$ cat src/rtl/ecc_gen_pkg.sv
package ecc_gen_pkg;

  typedef enum logic [1:0] {
    MODE_OFF  = 2'b00,
    MODE_ACC  = 2'b01,
    MODE_READ = 2'b10,
    MODE_CLR  = 2'b11
  } ecc_mode_e;

  localparam int CHUNK_BYTES  = 256;
  localparam int ADDR_W       = 8;
  localparam int LP_W         = 2 * ADDR_W;
  localparam int SLOTS_PER_CH = 3;

  // Fold the chunk's running byte XOR into the six column parities.
  function automatic logic [5:0] col_to_cp(input logic [7:0] c);
    logic [5:0] cp;
    cp[0] = ^(c & 8'h55);
    cp[1] = ^(c & 8'hAA);
    cp[2] = ^(c & 8'h33);
    cp[3] = ^(c & 8'hCC);
    cp[4] = ^(c & 8'h0F);
    cp[5] = ^(c & 8'hF0);
    return cp;
  endfunction

endpackage

$ cat src/rtl/ecc_chunk_acc.sv
module ecc_chunk_acc
  import ecc_gen_pkg::*;
(
  input  logic              clk,
  input  logic              rst_n,
  input  logic              clr_i,
  input  logic              en_i,
  input  logic [ADDR_W-1:0] addr_i,
  input  logic [7:0]        dat_i,
  output logic [LP_W-1:0]   lp_o,
  output logic [7:0]        col_o
);

  logic [LP_W-1:0] lp_q, lp_d;
  logic [7:0]      col_q, col_d;
  logic            row_par;

  always_comb begin
    lp_d    = lp_q;
    col_d   = col_q;
    row_par = ^dat_i;
    if (clr_i) begin
      lp_d  = '0;
      col_d = '0;
    end else if (en_i) begin
      col_d = col_q ^ dat_i;
      for (int k = 0; k < ADDR_W; k++) begin
        if (addr_i[k]) lp_d[2*k+1] = lp_q[2*k+1] ^ row_par;
        else           lp_d[2*k]   = lp_q[2*k]   ^ row_par;
      end
    end
  end

  always_ff @(posedge clk or negedge rst_n) begin
    if (!rst_n) begin
      lp_q  <= '0;
      col_q <= '0;
    end else if (clr_i || en_i) begin
      lp_q  <= lp_d;
      col_q <= col_d;
    end
  end

  assign lp_o  = lp_q;
  assign col_o = col_q;

endmodule

$ cat src/rtl/ecc_readout.sv
module ecc_readout
  import ecc_gen_pkg::*;
#(
  parameter int NUM_CHUNKS = 2,
  localparam int NSLOT = SLOTS_PER_CH * NUM_CHUNKS,
  localparam int PTR_W = $clog2(NSLOT + 1)
) (
  input  logic                       clk,
  input  logic                       rst_n,
  input  logic                       clr_i,
  input  logic                       pop_i,
  input  logic [NUM_CHUNKS*LP_W-1:0] lp_i,
  input  logic [NUM_CHUNKS*8-1:0]    col_i,
  output logic [PTR_W-1:0]           ptr_o,
  output logic [7:0]                 byte_o
);

  logic [PTR_W-1:0] ptr_q, ptr_d;
  logic             step;

  assign step = pop_i && (ptr_q != PTR_W'(NSLOT));

  always_comb begin
    ptr_d = ptr_q;
    if (clr_i)     ptr_d = '0;
    else if (step) ptr_d = ptr_q + PTR_W'(1);
  end

  always_ff @(posedge clk or negedge rst_n) begin
    if (!rst_n)             ptr_q <= '0;
    else if (clr_i || step) ptr_q <= ptr_d;
  end

  always_comb begin
    byte_o = 8'hFF;
    for (int c = 0; c < NUM_CHUNKS; c++) begin
      if (ptr_q == PTR_W'(SLOTS_PER_CH*c))
        byte_o = ~lp_i[c*LP_W+8 +: 8];
      else if (ptr_q == PTR_W'(SLOTS_PER_CH*c+1))
        byte_o = ~lp_i[c*LP_W +: 8];
      else if (ptr_q == PTR_W'(SLOTS_PER_CH*c+2))
        byte_o = {~col_to_cp(col_i[c*8 +: 8]), 2'b11};
    end
  end

  assign ptr_o = ptr_q;

endmodule

$ cat src/rtl/ecc_page_parity.sv
module ecc_page_parity
  import ecc_gen_pkg::*;
#(
  parameter int NUM_CHUNKS = 2
) (
  input  logic       clk,
  input  logic       rst_n,
  input  logic [1:0] mode_i,
  input  logic       byte_vld_i,
  input  logic [7:0] byte_i,
  input  logic       pop_i,
  output logic [7:0] ecc_o
);

  localparam int TOTAL = CHUNK_BYTES * NUM_CHUNKS;
  localparam int CNT_W = $clog2(TOTAL + 1);
  localparam int IDX_W = (NUM_CHUNKS > 1) ? $clog2(NUM_CHUNKS) : 1;
  localparam int PTR_W = $clog2(SLOTS_PER_CH * NUM_CHUNKS + 1);

  ecc_mode_e                 mode;
  logic                      clr, take, rd_pop;
  logic [CNT_W-1:0]          cnt_q, cnt_d;
  logic [IDX_W-1:0]          chunk_idx;
  logic [NUM_CHUNKS*LP_W-1:0] lp_all;
  logic [NUM_CHUNKS*8-1:0]   col_all;
  logic [PTR_W-1:0]          rd_ptr;

  assign mode      = ecc_mode_e'(mode_i);
  assign clr       = (mode == MODE_CLR);
  assign take      = (mode == MODE_ACC) && byte_vld_i && (cnt_q < CNT_W'(TOTAL));
  assign rd_pop    = (mode == MODE_READ) && pop_i;
  assign chunk_idx = cnt_q[ADDR_W +: IDX_W];

  always_comb begin
    cnt_d = cnt_q;
    if (clr)       cnt_d = '0;
    else if (take) cnt_d = cnt_q + CNT_W'(1);
  end

  always_ff @(posedge clk or negedge rst_n) begin
    if (!rst_n)           cnt_q <= '0;
    else if (clr || take) cnt_q <= cnt_d;
  end

  for (genvar g = 0; g < NUM_CHUNKS; g++) begin : g_chunk
    ecc_chunk_acc u_acc (
      .clk    (clk),
      .rst_n  (rst_n),
      .clr_i  (clr),
      .en_i   (take && (chunk_idx == IDX_W'(g))),
      .addr_i (cnt_q[ADDR_W-1:0]),
      .dat_i  (byte_i),
      .lp_o   (lp_all[g*LP_W +: LP_W]),
      .col_o  (col_all[g*8 +: 8])
    );
  end

  ecc_readout #(.NUM_CHUNKS(NUM_CHUNKS)) u_rd (
    .clk    (clk),
    .rst_n  (rst_n),
    .clr_i  (clr),
    .pop_i  (rd_pop),
    .lp_i   (lp_all),
    .col_i  (col_all),
    .ptr_o  (rd_ptr),
    .byte_o (ecc_o)
  );

endmodule

$ cat config.mk
export PLATFORM = sky130hd
export DESIGN_NAME = ecc_page_parity
export DESIGN_NICKNAME = d
export VERILOG_FILES = /design/src/rtl/ecc_gen_pkg.sv /design/src/rtl/ecc_chunk_acc.sv /design/src/rtl/ecc_readout.sv /design/src/rtl/ecc_page_parity.sv
export SDC_FILE = /design/constraint.sdc
export NUM_CORES = 1
export LEC_CHECK = 0
export BUFFER_PORTS_ARGS = -buffer_cell sky130_fd_sc_hd__buf_4
export CORE_ASPECT_RATIO = 1.25
export CORE_MARGIN = 2
export CORE_UTILIZATION = 40
export DETAILED_ROUTE_END_ITERATION = 6
export GPL_ROUTABILITY_DRIVEN = 0
export PLACE_DENSITY_LB_ADDON = 0.15
export SYNTH_ARGS = -nofsm -noshare
export SYNTH_HDL_FRONTEND = slang
export SYNTH_SLANG_ARGS = --single-unit
export TNS_END_PERCENT = 1
$ cat constraint.sdc
create_clock -name clk -period 2.4 [get_ports clk]
set_input_delay 0.24 -clock clk [delete_from_list [all_inputs] [get_ports clk]]
set_output_delay 0.24 -clock clk [all_outputs]
set_load 0.01 [all_outputs]
==> run metrics <==
run status=finished, violations left; failing checks=hold timing; diodes inserted=0; register area share after synthesis=42.6%; Clk Latency, worst-skew pair=340 ps; Sink Count=61; initial core utilization=41.2%; FF-to-FF path depth=6; Core Box Area=8700 um2; Critical Path Start Type=register; initial DRC count=147; RSZ-0062 raised after global routing=yes; fin crit share=94.0%; H-tree Lvls=3; Yosys reg bits=61; synthesized instance count=380; Design Area, Final=4150 um2; Post-Route WL=9.15 mm; fin nets=422; Rows=38; antenna violations before repair=0; Slew headroom=46.1%; Reg clk slew, reported paths=70 ps; crit path cell chain=inv_1 -> ha_4 -> clkinv_1 -> buf_4 -> a21oi_1 -> o221ai_1 -> a221oi_2 -> buf_4; most frequent cells in the layout=dfrtp_1, nand2_1, buf_4, xnor2_1, nor2_1; delay-heaviest family, CP=buffers and inverters; CTS buffer count=9; Final Skew=6.44 ps; Final Hold Vio Count=12; Slew @ Worst Pin=809 ps; worst min path class=input pin to asynchronous set/reset pin; post-layout min period=2260 ps; layout cell share with drive strength beyond 1=16.2%; Place WS=260 ps; Die H=110 um; total number of vias=2852; Mapped Area=3580 um2; pin count of the biggest net entering global routing=62; Reg-to-Reg End=cnt_q[6]$_DFFE_PN0P_; # Max-Cap Violations=0; Via density=5.41; antenna-violating nets left=0; Final Setup Violations=0; Post-synth EDFFs=0; Critical Path End Type=output pin; die area=9730 um2; CP Max Fanout=9; Pre-antenna DRT Iters=4; Tot GR Track Use=20.6%; Yosys warning count=0; WL/cell=17.4 um; FF-to-FF setup slack=480 ps; Max IR drop VDD=0.412 mV; power per standard cell area=693 nW/um2; Clock Tree Root=clkbuf_8; Largest stage delay, worst path=410 ps; r2r startpoint=cnt_q[1]$_DFFE_PN0P_; commonest non-fill, non-tap cell in the layout=dfrtp_1; port buffer count=21; Critical Path Start=u_rd.ptr_o[1]$_DFFE_PN0P_; DR DRC count=0; clock tree buffer depth=2; worst setup margin=145 ps; Avg Inst Size Synth=9.42 um2; IO Count=22; HPWL Detailed=6.46 mm; WHS=-42.3 ps; asr flop ratio synth=100%; Worst Path Buf+Inv=4; post-synth cell types=38; most used cell, CP=buf_4; top_reg_cell synth=dfrtp_1; Crit path arrival time=2020 ps; Post-Syn Nets=400; Leak=1.80 nW; first-pass GRT wire length=14.8 mm; Max Freq=443 MHz; Required @ worst endpoint=2160 ps; vias in the first global route=2763; placed cell areas=3880 um2; TritonCTS clock tree=yes; P&R area growth vs syn=15.9%; Setup CP Type=register to output pin; Die W=88.6 um; Final Max Slew Viols=0; grt total ovfl=0; Crit-path slowest cell=dfrtp_1
[per-layer routing]
metal,share of wire (%),vias to the layer above,routed length [um],track usage (%)
li1,-,1380,-,-
met1,41,1402,3790,25.6
met2,53,52,4800,34.6
met3,3.1,18,281,3.23
met4,3.0,0,273,9.31
met5,0,-,0,0
[report_power, final]
group / total [mW] / internal (mW) / switching, mW / leakage, nW
sequential: 1.15 / 1.09 / 0.0652 / 0.839
combinational: 0.790 / 0.327 / 0.463 / 0.862
clock: 0.932 / 0.504 / 0.428 / 0.0943
[flip-flops by register name (all words and copies together) (netlist names)]
name and count:
cnt_q 10, g_chunk.u_acc.lp_o 32, u_rd.ptr_o 3, g_chunk.u_acc.col_o 16
[cells in the mapped netlist, drive strengths merged (3+ instances only)]
library cell	instances	share of area, %
xnor2	32	7.8
a221oi	8	2.0
nor2	31	3.2
nand3	20	2.8
nand2	49	5.1
nor2b	3	0.52
dfrtp	61	43
o311ai	15	3.7
mux2i	19	5.3
ha	6	2.1
a21oi	13	1.8
xor2	26	6.4
o21ai	13	1.8
buf	8	1.5
nor3	3	0.42
inv	7	0.73
nand2b	3	0.52
clkbuf	18	1.9
nor3b	6	1.3
o31ai	17	3.6
or4	4	0.84
[logic make-up after synthesis]
family / synth area share [%]
AO/OA/AOI/OAI: 14.7
XOR/XNOR: 14.2
multiplexers: 5.31
adder cells (fa/ha/maj): 2.10
flip-flops: 42.6
AND/OR/NAND/NOR: 16.8
buffers and inverters: 4.30
[layout make-up]
| cell class | count | area (um2) |
|---|---|---|
| Clock buffer | 10 | 138 |
| Timing Repair Buffer | 37 | 278 |
| Multi-Input combinational cell | 285 | 1970 |
| Fill cell | 838 | 4550 |
| Sequential cell | 61 | 1530 |
| Clock inverter | 6 | 62.6 |
| Inverter | 8 | 30.0 |
| Tap cell | 120 | 150 |
[repair_timing]
action | 4_1_cts | 5_1_grt
hold buffers | 0 | 0
pin swaps | 0 | 1
setup buffers | 0 | 0
resized for setup | 4 | 10
endpoints found under the setup margin | 4 | 6
[stage by stage]
| stage | power [mW] | cells | utilization [%] | hold slack (ps) | setup TNS, ps |
|---|---|---|---|---|---|
| after floorplan | 1.63 | 380 | - | -55.6 | 0 |
| after global placement | 1.91 | 511 | 44.7 | 387 | 0 |
| after detailed placement | 1.92 | 511 | 44.7 | 389 | 0 |
| after CTS | 2.88 | 527 | 47.2 | 13.3 | 0 |
| after global routing | 3.04 | 527 | 47.7 | 22.4 | -19.2 |
| final | 2.88 | 527 | 47.7 | -42.3 | 0 |
[worst reg2reg max path: stages (launching register included)]
cell and delay, ps:
dfrtp_1 550, ha_1 280, inv_1 60, nor3_1 420, nand3_1 250, xnor2_1 200
nor2_1 50
[worst max-delay path by stage]
| stage | depth (start not counted) | to |
|---|---|---|
| after detailed placement | 8 | ecc_o[5] |
| after floorplan | 7 | ecc_o[4] |
| after CTS | 8 | ecc_o[5] |
| after global placement | 8 | ecc_o[3] |
| final | 8 | ecc_o[5] |
| after global routing | 8 | ecc_o[6] |
Note: power is estimated with default switching activity, not from simulation.
